File: config.mk
export PLATFORM = sky130hd
export DESIGN_NAME = sdiv_floor
export DESIGN_NICKNAME = d
export VERILOG_FILES = /design/src/rtl/sdiv_pkg.sv /design/src/rtl/sdiv_operand_prep.sv /design/src/rtl/sdiv_step.sv /design/src/rtl/sdiv_fixup.sv /design/src/rtl/sdiv_floor.sv
export SDC_FILE = /design/constraint.sdc
export NUM_CORES = 1
export LEC_CHECK = 0
export ABC_AREA = 1
export BUFFER_PORTS_ARGS = -buffer_cell sky130_fd_sc_hd__buf_2
export CORE_MARGIN = 2
export CORE_UTILIZATION = 55
export DETAILED_ROUTE_END_ITERATION = 16
export PLACE_DENSITY_LB_ADDON = 0.2
export SYNTH_ARGS = -nofsm -noshare
export SYNTH_HDL_FRONTEND = slang
export SYNTH_SLANG_ARGS = --single-unit
File: constraint.sdc
create_clock -name clk_i -period 12.8 [get_ports clk_i]
set_input_delay 0.64 -clock clk_i [delete_from_list [all_inputs] [get_ports clk_i]]
set_output_delay 0.64 -clock clk_i [all_outputs]
set_load 0.02 [all_outputs]
File: src/rtl/sdiv_pkg.sv
package sdiv_pkg;

    typedef enum logic [0:0] {
        PH_IDLE = 1'b0,
        PH_RUN  = 1'b1
    } phase_e;

endpackage

File: src/rtl/sdiv_operand_prep.sv
// Turns one operand into a sign flag and a W-bit unsigned magnitude.
module sdiv_operand_prep #(
    parameter int IN_W  = 8,
    parameter int OUT_W = 8
) (
    input  logic [IN_W-1:0]  val_i,
    input  logic             sext_i,
    output logic             neg_o,
    output logic [OUT_W-1:0] mag_o
);
    logic [OUT_W-1:0] ext;

    assign neg_o = sext_i & val_i[IN_W-1];

    generate
        if (OUT_W > IN_W) begin : g_widen
            assign ext = {{(OUT_W-IN_W){neg_o}}, val_i};
        end else begin : g_same
            assign ext = val_i;
        end
    endgenerate

    // Two's-complement negation; the most negative value maps to 2^(OUT_W-1).
    assign mag_o = neg_o ? (~ext + 1'b1) : ext;
endmodule

File: src/rtl/sdiv_step.sv
// One restoring division step: shift in the next dividend bit, try a subtract.
module sdiv_step #(
    parameter int W = 8
) (
    input  logic [W-1:0] rem_i,
    input  logic [W-1:0] dq_i,
    input  logic [W-1:0] bmag_i,
    output logic [W-1:0] rem_o,
    output logic [W-1:0] dq_o
);
    logic [W:0] rem_sh;
    logic       take;

    assign rem_sh = {rem_i, dq_i[W-1]};
    assign take   = (rem_sh >= {1'b0, bmag_i});
    assign rem_o  = take ? W'(rem_sh - {1'b0, bmag_i}) : rem_sh[W-1:0];
    assign dq_o   = {dq_i[W-2:0], take};
endmodule

File: src/rtl/sdiv_fixup.sv
// Sign correction of quotient and remainders, plus fixed zero-divisor values.
module sdiv_fixup #(
    parameter int A_W   = 8,
    parameter int W     = 8,
    parameter int MIN_W = 8
) (
    input  logic [W-1:0]     qmag_i,
    input  logic [W-1:0]     rmag_i,
    input  logic [W-1:0]     bmag_i,
    input  logic [MIN_W-1:0] alo_i,
    input  logic             sgn_i,
    input  logic             nega_i,
    input  logic             negb_i,
    input  logic             bzero_i,
    output logic [W-1:0]     quot_o,
    output logic [W-1:0]     rtr_o,
    output logic [W-1:0]     rfl_o
);
    logic [W-1:0] q_norm, rt_norm, rf_norm;
    logic [W-1:0] zero_rem, zero_q_uns, zero_q;
    logic         flip;

    generate
        if (W > MIN_W) begin : g_zr_fill
            assign zero_rem = {{(W-MIN_W){sgn_i & alo_i[MIN_W-1]}}, alo_i};
        end else begin : g_zr_exact
            assign zero_rem = alo_i;
        end
        if (W > A_W) begin : g_zq_pad
            assign zero_q_uns = {{(W-A_W){1'b0}}, {A_W{1'b1}}};
        end else begin : g_zq_full
            assign zero_q_uns = {W{1'b1}};
        end
    endgenerate

    always_comb begin
        q_norm  = (nega_i ^ negb_i) ? (~qmag_i + 1'b1) : qmag_i;
        rt_norm = nega_i ? (~rmag_i + 1'b1) : rmag_i;
        flip    = sgn_i && (rt_norm != '0) && (nega_i != negb_i);
        // Adding a negative divisor equals subtracting its magnitude.
        if (!flip) begin
            rf_norm = rt_norm;
        end else if (negb_i) begin
            rf_norm = rt_norm - bmag_i;
        end else begin
            rf_norm = rt_norm + bmag_i;
        end
        zero_q = sgn_i ? (nega_i ? W'(1) : {W{1'b1}}) : zero_q_uns;

        quot_o = bzero_i ? zero_q   : q_norm;
        rtr_o  = bzero_i ? zero_rem : rt_norm;
        rfl_o  = bzero_i ? zero_rem : rf_norm;
    end
endmodule

File: src/rtl/sdiv_floor.sv
module sdiv_floor #(
    parameter int A_WIDTH = 16,
    parameter int B_WIDTH = 16
) (
    input  logic                 clk_i,
    input  logic                 rst_ni,
    input  logic                 start_i,
    input  logic [A_WIDTH-1:0]   a_i,
    input  logic [B_WIDTH-1:0]   b_i,
    input  logic                 a_signed_i,
    input  logic                 b_signed_i,
    output logic                 busy_o,
    output logic                 done_o,
    output logic [((A_WIDTH > B_WIDTH) ? A_WIDTH : B_WIDTH)-1:0] quot_o,
    output logic [((A_WIDTH > B_WIDTH) ? A_WIDTH : B_WIDTH)-1:0] rem_trunc_o,
    output logic [((A_WIDTH > B_WIDTH) ? A_WIDTH : B_WIDTH)-1:0] rem_floor_o
);
    import sdiv_pkg::*;

    localparam int W     = (A_WIDTH > B_WIDTH) ? A_WIDTH : B_WIDTH;
    localparam int MIN_W = (A_WIDTH < B_WIDTH) ? A_WIDTH : B_WIDTH;
    localparam int CNT_W = $clog2(W + 1);

    typedef struct packed {
        phase_e           phase;
        logic [CNT_W-1:0] cnt;
        logic [W-1:0]     rem;
        logic [W-1:0]     dq;
        logic [W-1:0]     bmag;
        logic [MIN_W-1:0] alo;
        logic             sgn;
        logic             nega;
        logic             negb;
        logic             bzero;
        logic             done;
        logic [W-1:0]     quot;
        logic [W-1:0]     rtr;
        logic [W-1:0]     rfl;
    } state_t;

    state_t s_d, s_q;

    logic         sgn_in;
    logic         nega_in, negb_in;
    logic [W-1:0] amag_in, bmag_in;
    logic [W-1:0] step_rem, step_dq;
    logic [W-1:0] fix_quot, fix_rtr, fix_rfl;

    assign sgn_in = a_signed_i & b_signed_i;

    sdiv_operand_prep #(.IN_W(A_WIDTH), .OUT_W(W)) u_prep_a (
        .val_i (a_i),
        .sext_i(sgn_in),
        .neg_o (nega_in),
        .mag_o (amag_in)
    );

    sdiv_operand_prep #(.IN_W(B_WIDTH), .OUT_W(W)) u_prep_b (
        .val_i (b_i),
        .sext_i(sgn_in),
        .neg_o (negb_in),
        .mag_o (bmag_in)
    );

    sdiv_step #(.W(W)) u_step (
        .rem_i (s_q.rem),
        .dq_i  (s_q.dq),
        .bmag_i(s_q.bmag),
        .rem_o (step_rem),
        .dq_o  (step_dq)
    );

    sdiv_fixup #(.A_W(A_WIDTH), .W(W), .MIN_W(MIN_W)) u_fix (
        .qmag_i (step_dq),
        .rmag_i (step_rem),
        .bmag_i (s_q.bmag),
        .alo_i  (s_q.alo),
        .sgn_i  (s_q.sgn),
        .nega_i (s_q.nega),
        .negb_i (s_q.negb),
        .bzero_i(s_q.bzero),
        .quot_o (fix_quot),
        .rtr_o  (fix_rtr),
        .rfl_o  (fix_rfl)
    );

    always_comb begin
        s_d      = s_q;
        s_d.done = 1'b0;
        unique case (s_q.phase)
            PH_IDLE: begin
                if (start_i) begin
                    s_d.phase = PH_RUN;
                    s_d.cnt   = CNT_W'(W);
                    s_d.rem   = '0;
                    s_d.dq    = amag_in;
                    s_d.bmag  = bmag_in;
                    s_d.alo   = a_i[MIN_W-1:0];
                    s_d.sgn   = sgn_in;
                    s_d.nega  = nega_in;
                    s_d.negb  = negb_in;
                    s_d.bzero = (b_i == '0);
                end
            end
            PH_RUN: begin
                s_d.rem = step_rem;
                s_d.dq  = step_dq;
                s_d.cnt = s_q.cnt - 1'b1;
                if (s_q.cnt == CNT_W'(1)) begin
                    s_d.phase = PH_IDLE;
                    s_d.done  = 1'b1;
                    s_d.quot  = fix_quot;
                    s_d.rtr   = fix_rtr;
                    s_d.rfl   = fix_rfl;
                end
            end
            default: s_d.phase = PH_IDLE;
        endcase
    end

    always_ff @(posedge clk_i or negedge rst_ni) begin
        if (!rst_ni) begin
            s_q <= '0;
        end else begin
            s_q <= s_d;
        end
    end

    assign busy_o      = (s_q.phase == PH_RUN);
    assign done_o      = s_q.done;
    assign quot_o      = s_q.quot;
    assign rem_trunc_o = s_q.rtr;
    assign rem_floor_o = s_q.rfl;
endmodule

# Yosys cells after proc, flatten, opt, wreduce, memory -nomap -nowiden

Cells that the tools add are included.

$add $sub $neg: 8
Equality and inequality tests: 3
Bitwise operators: 9
Reductions and logical operators: 6
Muxes and demuxes: 17
Order comparisons: 1

Operator list:

| operator                                          | count |
|---|---|
| 2-to-1 mux 16 bit                                 | 12 |
| 2-to-1 mux 49 bit                                 | 2 |
| case mux 38 bit (2 select lines)                  | 1 |
| 2-to-1 mux 74 bit                                 | 1 |
| adder 16 x 1 -> 16 bit (second input constant)    | 4 |
| inverter 16 bit                                   | 4 |
| subtractor 16 bit                                 | 2 |
| >= comparator 17 x 16 -> 1 bit                    | 1 |
| adder 16 bit                                      | 1 |
| zero test 16 bit                                  | 1 |
| nonzero test 16 bit                               | 1 |
| == test 5 x 1 -> 1 bit (second input constant)    | 1 |
| subtractor 5 x 1 -> 5 bit (second input constant) | 1 |
| AND reduction 2 bit                               | 2 |
| AND 1 bit                                         | 3 |
| logical AND 1 bit                                 | 2 |
| != test 2 bit (second input constant)             | 1 |
| 2-to-1 mux 1 bit                                  | 1 |
| != test 1 bit                                     | 1 |
| inverter 1 bit                                    | 1 |
| XOR 1 bit                                         | 1 |

Register bits: 123
Output and inout port bits: 50
Bits of input ports: 37

# Logic depth before layout (Yosys ltp)

Gate-level depths: netlist of run 1.

Depth in word-level cells: 12
Gate-level depth with buffers: 34
Depth with buffers taken out: 33

# By module

A second synthesis of run 1 with hierarchy kept.

Cell total of the unflattened synthesis: 1548
Area, all modules: 10121.0 µm²

By module, submodules not included:

| module            | instances | sequential area each (µm²) | cells each | area each (µm²) |
|---|---|---|---|---|
| sdiv_floor        | 1         | 3078.0                     | 558        | 5111.2 |
| sdiv_fixup        | 1         | 0.0                        | 531        | 2613.8 |
| sdiv_step         | 1         | 0.0                        | 285        | 1475.2 |
| sdiv_operand_prep | 2         | 0.0                        | 87         | 460.4 |

# Worst setup path after synthesis of run 1

No wires, ideal clock.

Kind: reg-to-reg
Start point: register s_q[77] in the netlist's numbering
End point: register s_q, in the netlist rem_floor_o[12]
Cell stages (with the launch flop): 31
Period minus slack after synthesis: 4.399 ns
Setup time: 0.118 ns
Data arrival time: 4.281 ns
Slack: 8.401 ns
Cell sequence: dfrtp_1 inv_1 ha_1 nand2_2 inv_2 a21oi_4 nand3_2 nand2_4 nand2_4 buf_12 nand2_2 nand2_2 ha_1 inv_1 o21ai_0 fa_1 nand2_1 nand2_1 a21oi_1 o21ai_0 a21oi_1 nor2_1 or2_2 nand2_1 nand2_1 a21oi_1 o21ai_0 xor2_1 nand3_1 nand3_1 nand2_1

Longest elaborated chain between the ends: 10
Elaborated cells on any way between the ends: 14
Classes of those cells: add/sub (4); order compare (1); mux (5); bitwise (1); reduce/logical (3)

RTL lines:

| element                                                                   | RTL line          | source |
|---|---|---|
| start: declaration                                                        | sdiv_floor.sv:41  | `state_t s_d, s_q;` |
| start signal: assignment                                                  | sdiv_floor.sv:123 | `s_q <= '0;` |
| start signal: assignment                                                  | sdiv_floor.sv:125 | `s_q <= s_d;` |
| parallel branches: the longest is 8 deep, another holds subtractor 16 bit | --                |  |
| 2-to-1 mux 16 bit (*)                                                     | sdiv_fixup.sv:41  | `if (!flip) begin` |
| 2-to-1 mux 16 bit (*)                                                     | sdiv_fixup.sv:52  | `rfl_o = bzero_i ? zero_rem : rf_norm;` |

Every way passes the cells marked *.
A chain may end at the register's enable or synchronous reset.

# Worst setup path after layout of run 1

Start point: register s_q[78] in the netlist's numbering
End point: register s_q, in the netlist rem_floor_o[12]

Same word-level chain as after synthesis.

==> results of run 1 <==
worst paths after layout:
| kind | to | slack, ns |
|---|---|---|
| min reg2reg | rem_trunc_o[10]$_DFFE_PN0P_ | 0.49 |
| max reg2reg | rem_floor_o[12]$_DFFE_PN0P_ | 7.68 |
| max | rem_floor_o[12]$_DFFE_PN0P_ | 7.68 |
| max in group asynchronous | s_q[110]$_DFFE_PN0P_ | 11.19 |
| min | rem_floor_o[12]$_DFFE_PN0P_ | 0.29 |
| min in group clk_i | s_q[49]$_DFFE_PN0P_ | 0.43 |
synthesized netlist by cell type, drive strengths merged (3+ instances only):
cell type and n:
nand2 342, inv 204, nand3 127, dfrtp 123, o21ai 92, nor2 84, buf 57, ha 38
a21oi 36, xor2 36, clkbuf 28, nor3 21, o221ai 19, a2bb2oi 15, o22ai 14, xnor2 13
nand4 9, o211ai 8, or2 6, a22oi 5, a31oi 5, clkinv 4, o2111ai 4, o21bai 4
a221oi 3, nand3b 3, nor3b 3, o31ai 3
per-stage QoR:
stage,util,std cells,hold WS [ns]
global placement,0.578,1547,0.470
floorplan,-,1319,0.344
finish,0.613,1579,0.290
detailed placement,0.578,1547,0.475
CTS,0.613,1579,0.341
global route,0.613,1579,0.367
state kept, by name, indices dropped and copies added, names as in the netlist:
register / cells
rem_floor_o: 16
busy_o: 1
quot_o: 16
done_o: 1
rem_trunc_o: 16
s_q: 73
metal layers:
layer / vias to the layer above / GRT usage
met1: 4033 / 0.420
met5: - / 0
met3: 34 / 0.0650
met4: 0 / 0.0936
li1: 4325 / -
met2: 312 / 0.464
worst reg2reg max path, delay by kind of cell, from the launching register on:
kind,cells,cell delay (ns)
and+or+nand+nor,16,1.89
AOI/OAI and AO/OA,6,1.18
buffers and inverters,3,0.22
DFF,1,0.41
xor gates and xnor gates,1,0.17
adders and majority gates,3,1.15
area by class of cell:
cell class              instances  area share
multi-input cells             903       0.489
flip-flops and latches        123       0.303
well taps                     220      0.0271
inverters                     208      0.0768
repair buffers                 93      0.0478
clock buffers                  17      0.0419
clock inverters                15      0.0147
logic make-up after synthesis:
| family | Yosys count | synth area share |
|---|---|---|
| AOI/OAI and AO/OA | 214 | 0.144 |
| xor gates and xnor gates | 49 | 0.0459 |
| adders and majority gates | 40 | 0.0551 |
| buffers and inverters | 293 | 0.141 |
| DFF | 123 | 0.329 |
| and+or+nand+nor | 600 | 0.285 |
==> metrics.md, run 1 <==
| Metric | Value |
|---|---|
| Cell taking the most area after synthesis | `dfrtp_1` |
| Met3 wire length | `about 1.9 mm` |
| First-pass GRT wire length | `42.3 mm` |
| CTS buffer count | `17` |
| Max Cap Viol | `0` |
| Largest net degree at the start of global routing | `67` |
| Post-DP HPWL | `between 15 and 20 mm` |
| Placed inst area | `~9600 sq um` |
| Slowest stage delay, CP | `between 0.5 and 0.6 ns` |
| Tcrit/Tclk final | `0.400` |
| Final Hold Viols | `0` |
| Drt wl/cell | `~16 um` |
| Crit-path most repeated cell | `nand2_1` |
| Syn Area/Cell | `between 7 and 8 sq um` |
| Die height | `134 um` |
| TritonRoute pass-1 iters | `7` |
| Core area | `between 15000 and 20000 sq um` |
| Synth cell types | `55` |
| Global route overflow | `0` |
| Cell count after synthesis | `1319` |
| Setup crit end kind | `register` |
| Hold Buf Count CTS | `0` |
| Total Routing Usage GR | `0.299` |
| Crit path from | `s_q[78]$_DFFE_PN0P_` |
| Worst r2r src | `s_q[78]$_DFFE_PN0P_` |
| Die W | `134 um` |
| Top cell type's share of synthesized area | `0.329` |
| Antenna cells | `0` |
| GPL Wtd Cong | `~0.94` |
| Area grow syn2layout | `8.56%` |
| Ratio of cells with drive above 1 in the final layout | `0.134` |
| Critical Path AT | `around 5.4 ns` |
| Clock sinks | `~120` |
| Status | `completed` |
| Primary FF master, synth | `dfrtp_1` |
| Setup violators final | `0` |
| Slowest stage cell, crit path | `fa_1` |
| Via/cell ratio | `between 5 and 6` |
| Hold WC Path Type | `input port to asynchronous set/reset pin` |
| Crit path max fanout | `21` |
| Clk buf depth | `2` |
| Cell Area, Synth | `slightly above 9000 sq um` |
| Post-cts sizing count | `0` |
| Die area | `about 18000 sq um` |
| Vias | `around 8.7k` |
| Number of global-route vias before repair | `approximately 8.1k` |
| Part of the Yosys area used for sequential elements | `0.329` |
| CTS tree | `yes` |
| Delay-heaviest family, CP | `simple AND/OR/NAND/NOR gates` |
| Number of nets in the layout | `1423` |
| IO buf count | `86` |
| Synth warnings | `0` |
| Top cells by area, synth | `dfrtp_1, nand2_1, inv_1` |
| Most frequent cells in the layout | `nand2_1, inv_1, nand3_1, dfrtp_1, o21ai_0` |
| Antenna-violating nets left | `0` |
| Clk_skew | `0.0104 ns` |
| Place WS | `about 7.7 ns` |
| R2R cell count | `29` |
| Initial antenna violation count | `0` |
| Initial Utilization | `0.564` |
| Slew HR | `0.270` |
| WP depth | `29` |
| DR top layer | `met4` |
| Met2 WL | `roughly 12 mm` |
| Crit path launch type | `register` |
| Min Tclk post-route | `slightly above 5 ns` |
| FP Rows | `47` |
| Max-slew violations | `0` |
| Fillcell total | `1620` |
| Post-synth EDFFs | `0` |
| Metal1 wirelength | `11.8 mm` |
| Area of the multi-input gates | `4970 sq um` |
| Net Count, Synth | `between 1k and 1.5k` |
| CTS Root Cell | `clkbuf_16` |
| Design area | `between 10000 and 15000 sq um` |
| Post-CTS setup buffer count | `0` |
| DRC Markers | `0` |
| Worst Path Buf+Inv | `3` |
| Fmax achieved | `about 0.20 GHz` |
| Worst Tran Pin Value | `approximately 1.1 ns` |
| Reg clk slew, reported paths | `0.07 ns` |
| Asr flop ratio synth | `1.00` |
| Final setup margin | `between 7 and 8 ns` |
| RSZ-0062 raised after global routing | `no` |
| Max H-tree Level | `4` |
| Setup CP Type | `register to register` |
| Register area | `roughly 3100 sq um` |
| FF+latch count, synth | `approximately 120` |
| Worst EP required | `about 13 ns` |
| Drt total wl | `~26 mm` |
| Most common cell after layout, fill and taps aside | `nand2_1` |
| Ports | `87` |
| Clk Latency, worst-skew pair | `between 0.4 and 0.5 ns` |
| Setup_tns | `0 ns` |
| Initial DRC Count | `655` |
Power of run 1 is not shown: default switching activity piles up to over one toggle a cycle in this logic, so the estimate is an artifact.
==> run 2, diff against run 1 <==
- ABC_AREA: 1 -> 0
- clock period: 12.8 -> 4.73 ns (I/O delays scaled with it)
==> run 2 against run 1 <==
Net effect: the flow now finishes with violations (negative setup slack); routed wire length rose by 11%; sequential cell count did not move; critical path depth fell by 5; first-iteration DRC count rose by 34%; largest cell class unchanged; synthesized cell count fell by 14%; setup slack got worse by 8.0 ns.
==> metrics.md, run 2 <==
| Metric | Value |
|---|---|
| Status | `finished with violations` |
| Failing checks | `negative setup slack` |
| FF+latch count, synth | `123` |
| Post-synth EDFFs | `0` |
| Core area | `about 17000 sq um` |
| Critical Path AT | `about 5.3 ns` |
| Syn Area/Cell | `around 8.3 sq um` |
| Cell taking the most area after synthesis | `dfrtp_1` |
| DRC Markers | `0` |
| Via/cell ratio | `~6` |
| GR Util met1 | `0.441` |
| Slowest stage delay, CP | `0.39 ns` |
| Drt total wl | `between 20 and 30 mm` |
| Die area | `about 18000 sq um` |
| Crit-path most repeated cell | `inv_1` |
| Min Tclk post-route | `roughly 5.0 ns` |
| Clk Latency, worst-skew pair | `0.44 ns` |
| Slowest stage cell, crit path | `dfrtp_1` |
| Crit path max fanout | `4` |
| Synth cell types | `just under 80` |
| Most frequent cells in the layout | `buf_4, nand2_1, dfrtp_1, o21ai_0, buf_2` |
| Net Count, Synth | `around 1.2k` |
| Initial DRC Count | `a little under 900` |
| Clk buf depth | `2` |
| Part of the Yosys area used for sequential elements | `0.326` |
| Fmax achieved | `between 0.15 and 0.2 GHz` |
| Slew HR | `0.276` |
| Clk_skew | `0.0172 ns` |
| Vias | `between 9k and 10k` |
| Placed inst area | `between 10000 and 15000 sq um` |
| Clock sinks | `123` |
| Critical path, cell by cell | `inv_1, ha_2, inv_1, fa_1, a21o_2, a221oi_4, xnor2_1, a211oi_2, and2_4, a21oi_2, nand2_1, xnor2_2, inv_1, ha_1, buf_4, nand3_1, nand2_1, o31ai_4, o2111ai_1, a21oi_1, xnor2_1, a21oi_1, a41oi_1, o221ai_1` |
| Initial Utilization | `0.566` |
| Final Hold Viols | `0` |
| FP Rows | `47` |
| TritonRoute pass-1 iters | `5` |
| Worst EP required | `5.02 ns` |
| Top cell type's share of synthesized area | `0.326` |
| Tcrit/Tclk final | `1.06` |
| Most common cell after layout, fill and taps aside | `buf_4` |
| Synth warnings | `0` |
| Hold WC Path Type | `input port to register` |
| Number of nets in the layout | `~1.4k` |
| Top-count cell post-synth | `nand2_1` |
| Primary FF master, synth | `dfrtp_1` |
| Antenna-violating nets left | `0` |
| Top cells by area, synth | `dfrtp_1, o21ai_0, ha_1` |
| IO buf count | `86` |
| Synth cell count leaders | `nand2_1, dfrtp_1, o21ai_0, nor2_1, a21oi_1` |
| Place WS | `-0.379 ns` |
| Antenna cells | `0` |
| Worst Tran Pin Value | `approximately 1.1 ns` |
| Ratio of cells with drive above 1 in the final layout | `0.324` |
| Die height | `135 um` |
| Global route overflow | `0` |
| Die W | `roughly 140 um` |
| Met2 Usage GRT | `0.501` |
| Busiest grt layer | `met2` |
| Largest net degree at the start of global routing | `56` |
| Cell count after synthesis | `approximately 1.1k` |
| Largest register by flop count | `s_q` |
| Area grow syn2layout | `29.9%` |
| Drt wl/cell | `18.8 um` |
| Design area | `~12000 sq um` |
| Reg clk slew, reported paths | `~0.060 ns` |
| CTS Root Cell | `clkbuf_16` |
| Setup violators final | `9` |
| CTS buffer count | `17` |
| RSZ-0062 raised after global routing | `yes` |
| Max Cap Viol | `0` |
| Max-slew violations | `0` |
| First-pass GRT wire length | `44.9 mm` |
| Crit path launch type | `register` |
| Met3 usage | `0.0454` |
| Number of flip-flops in the largest register | `73` |
| Final setup margin | `-0.287 ns` |
| Ports | `87` |
| Number of global-route vias before repair | `roughly 8.6k` |
| Cell Area, Synth | `about 9500 sq um` |
| Initial antenna violation count | `0` |
| Asr flop ratio synth | `1.00` |
| Total Routing Usage GR | `0.313` |
| CTS tree | `yes` |
| Fillcell total | `1166` |
| GPL Wtd Cong | `between 0.9 and 1` |
| Post-DP HPWL | `20.4 mm` |
| Setup CP Type | `register to register` |
| Setup crit end kind | `register` |
| Max H-tree Level | `4` |
run 2: what timing repair did:
action	4_1_cts	5_1_grt
gates resized for setup	32	68
endpoints found under the hold margin	45	0
cloned	0	1
pin swaps	35	40
hold buffers	1	0
setup buffers	8	13
endpoints found under the setup margin	16	16
run 2: worst paths after layout:
check	slack, ns	to	from	cells past startpoint
setup reg to reg	-0.29	rem_floor_o[15]$_DFFE_PN0P_	s_q[100]$_DFFE_PN0P_	24
max in group asynchronous	3.34	busy_o$_DFF_PN0_	rst_ni	3
min in group asynchronous	0.38	rem_floor_o[14]$_DFFE_PN0P_	rst_ni	2
hold / removal	0.05	s_q[49]$_DFFE_PN0P_	b_i[15]	2
hold reg to reg	0.47	rem_trunc_o[11]$_DFFE_PN0P_	rem_trunc_o[11]$_DFFE_PN0P_	2
setup / recovery	-0.29	rem_floor_o[15]$_DFFE_PN0P_	s_q[100]$_DFFE_PN0P_	24
run 2: cell families (layout without fill, tap and decap cells):
logic type | after synthesis | after routing | share of synthesized area
AO/OA/AOI/OAI | 314 | 314 | 0.212
buffers and inverters | 158 | 344 | 0.0854
AND/OR/NAND/NOR | 365 | 365 | 0.187
adder cells (fa/ha/maj) | 40 | 40 | 0.0545
flip-flops | 123 | 123 | 0.326
XOR/XNOR | 89 | 89 | 0.0825
multiplexers | 46 | 46 | 0.0531
run 2: metrics by stage:
stage	setup TNS (ns)	utilization	hold WS, ns	std cells
final	-0.743	0.736	0.0496	1541
after global routing	-3.28	0.736	0.0653	1541
after global placement	-1.44	0.654	0.310	1488
after detailed placement	-2.74	0.654	0.312	1488
after floorplan	-2.33	-	-0.0591	1135
after CTS	-0.984	0.705	0.0518	1529
run 2: layout make-up:
class,count,area [sq um],area share
Sequential cell,123,3080,0.251
Clock inverter,14,173,0.0141
Timing Repair Buffer,263,1830,0.149
Clock buffer,18,439,0.0358
Tap cell,220,275,0.0224
Inverter,49,186,0.0152
Multi-Input combinational cell,854,6300,0.513
run 2: worst max-delay path: cells and delay by family, from the launching register on:
family	cells	cell delay [ns]
buf+inv	4	0.40
compound gates	10	1.94
flops	1	0.39
simple gates	4	0.54
xor+xnor	3	0.64
fa+ha+maj	3	0.95
run 2: routing by layer:
layer  share of wire  vias to the layer above
li1                -                     4319
met1            0.43                     4458
met2            0.46                      440
met3           0.080                       80
met4           0.030                        0
met5               0                        -
Power of run 2 is left out for the same reason.
==> run 3, diff against run 2 <==
- CELL_PAD_IN_SITES_DETAIL_PLACEMENT: unset -> 1
- CELL_PAD_IN_SITES_GLOBAL_PLACEMENT: unset -> 1
- CORE_UTILIZATION: 55 -> 46
==> run 3 against run 2 <==
Net effect: the run still ends with negative setup slack left; setup slack worse by 0.30 ns; via count is 9.5% higher; die area is 19% higher; sequential share of layout area is 0.16 points lower; maximum frequency is 5.7% lower.
==> metrics.md, run 3 (synthesis gave the netlist of run 2 again) <==
| Metric | Value |
|---|---|
| Total Routing Usage GR | `0.348` |
| Ratio of cells with drive above 1 in the final layout | `0.328` |
| Clock sinks | `between 100 and 150` |
| TritonRoute pass-1 iters | `8` |
| Critical Path AT | `between 5 and 6 ns` |
| Finished Layout Cells | `1608` |
| Global route overflow | `0` |
| Worst hold slack | `around 0.052 ns` |
| Worst r2r src | `s_q[71]$_DFFE_PN0P_` |
| Worst Tran Pin Value | `1.07 ns` |
| Drt wl/cell | `roughly 26 um` |
| RSZ-0062 raised after global routing | `yes` |
| Crit path max fanout | `4` |
| Fmax achieved | `~0.19 GHz` |
| Max H-tree Level | `4` |
| Die area | `~22000 sq um` |
| Initial Utilization | `0.467` |
| Initial antenna violation count | `2` |
| CTS tree | `yes` |
| CTS Root Cell | `clkbuf_16` |
| Met3 usage | `0.0724` |
| RR Endpoint | `rem_floor_o[15]$_DFFE_PN0P_` |
| Number of nets in the layout | `approximately 1.4k` |
| Clk buf depth | `2` |
| DRC Markers | `0` |
| Area grow syn2layout | `30.8%` |
| Setup violators final | `16` |
| Worst Hold Launch | `b_i[15]` |
| Hold worst-path end | `s_q[49]$_DFFE_PN0P_` |
| Most common cell after layout, fill and taps aside | `buf_4` |
| Initial DRC Count | `758` |
| Clk Latency, worst-skew pair | `approximately 0.44 ns` |
| Tcrit/Tclk final | `1.12` |
| Busiest grt layer | `met2` |
| Flop2flop setup slack | `-0.59 ns` |
| Worst EP required | `approximately 5.0 ns` |
| Reg clk slew, reported paths | `~0.070 ns` |
| Most frequent cells in the layout | `buf_4, dfrtp_1, nand2_1, o21ai_0, buf_2` |
| Max-slew violations | `0` |
| IO buf count | `86` |
| Largest register by flop count | `s_q` |
| Failing checks | `negative setup slack` |
| Post-DP HPWL | `24.6 mm` |
| FP Rows | `between 50 and 60` |
| Final Hold Viols | `0` |
| Setup_tns | `-7.10 ns` |
| First-pass GRT wire length | `around 59 mm` |
| Status | `finished with violations` |
| Final setup margin | `-0.591 ns` |
| Antenna-violating nets left | `0` |
| Drt total wl | `slightly above 40 mm` |
| GPL Wtd Cong | `~0.92` |
| GR Util met1 | `0.431` |
| Crit path launch type | `register` |
| Number of flip-flops in the largest register | `73` |
| Setup crit end kind | `register` |
| Met2 Usage GRT | `0.585` |
| R2R cell count | `25` |
| Max Cap Viol | `0` |
| Number of global-route vias before repair | `roughly 10k` |
| Setup CP Type | `register to register` |
| Die W | `between 100 and 150 um` |
| Slew HR | `0.286` |
| Ports | `87` |
| Core area | `slightly above 20000 sq um` |
| WHS Path Cells | `2` |
| Largest net degree at the start of global routing | `66` |
| Hold WC Path Type | `input port to register` |
| Clk_skew | `0.0131 ns` |
| Placed Cells | `1547` |
| CTS buffer count | `17` |
| Min Tclk post-route | `between 5 and 6 ns` |
| Die height | `around 150 um` |
| Via/cell ratio | `6.33` |
| Vias | `just over 10k` |
[run 3: cell count changes in the layout (fill, tap and decap cells not counted), sizes merged]
cell,before,now
diode,0,1
clkinv,2,3
bufinv,2,0
clkbuf,19,17
inv,59,58
buf,261,278
clkinvlp,0,3
[run 3: worst max path at each step]
| stage | from | end |
|---|---|---|
| 2_1_floorplan | s_q[71]$_DFFE_PN0P_ | rem_floor_o[15]$_DFFE_PN0P_ |
| 3_3_place_gp | s_q[80]$_DFFE_PN0P_ | rem_floor_o[15]$_DFFE_PN0P_ |
| 3_5_place_dp | s_q[83]$_DFFE_PN0P_ | rem_floor_o[15]$_DFFE_PN0P_ |
| 4_1_cts | s_q[114]$_DFFE_PN0P_ | rem_floor_o[15]$_DFFE_PN0P_ |
| 5_1_grt | s_q[71]$_DFFE_PN0P_ | rem_floor_o[15]$_DFFE_PN0P_ |
| 6_report | s_q[71]$_DFFE_PN0P_ | rem_floor_o[15]$_DFFE_PN0P_ |
[run 3: through the flow]
step | setup slack [ns] | util | cell area (sq um)
final | -0.591 | 0.611 | 12400
after global routing | -0.752 | 0.611 | 12400
after CTS | -0.175 | 0.596 | 12100
after detailed placement | -0.455 | 0.546 | 11000
after global placement | -0.244 | 0.546 | 11000
after floorplan | -0.561 | - | 9680
[run 3: critical path, cell delays in order (launching register included)]
cell and delay (ns):
dfrtp_1 0.39, inv_2 0.07, ha_4 0.16, or2_4 0.24
o221a_4 0.28, o311ai_4 0.31, and4_4 0.33, nor2_8 0.06
inv_4 0.08, mux2i_4 0.28, ha_4 0.22, nand3_4 0.11
a211oi_4 0.23, mux2i_2 0.13, o21ai_1 0.19, xor2_1 0.26
inv_1 0.13, ha_4 0.18, or3_4 0.34, o31ai_4 0.22
o2111ai_1 0.16, a21oi_1 0.21, xnor2_1 0.17, a21oi_1 0.09
a41oi_1 0.20, o221ai_1 0.12
[run 3: layer usage]
metal  up-vias  wire [um]
met5         -         11
met4         2       2700
met3       222       3250
met2       608      19600
met1      5015      15700
li1       4335          -
[run 3: what timing repair did]
action / in CTS / in global routing
hold buffers: 1 / 0
hold endpoints to repair: 35 / 0
gates cloned: 1 / 0
pin swaps: 39 / 31
setup endpoints to repair: 16 / 16
gates resized for setup: 50 / 42
buffers inserted: 21 / 9
[run 3: final cells by class]
type | instances | area [sq um]
Antenna cell | 1 | 2.50
Clock buffer | 17 | 425
Clock inverter | 15 | 153
Fill cell | 2339 | 7870
Inverter | 49 | 186
Multi-Input combinational cell | 854 | 6240
Sequential cell | 123 | 3080
Tap cell | 270 | 338
Timing Repair Buffer | 279 | 1940
Power of run 3 is left out for the same reason.
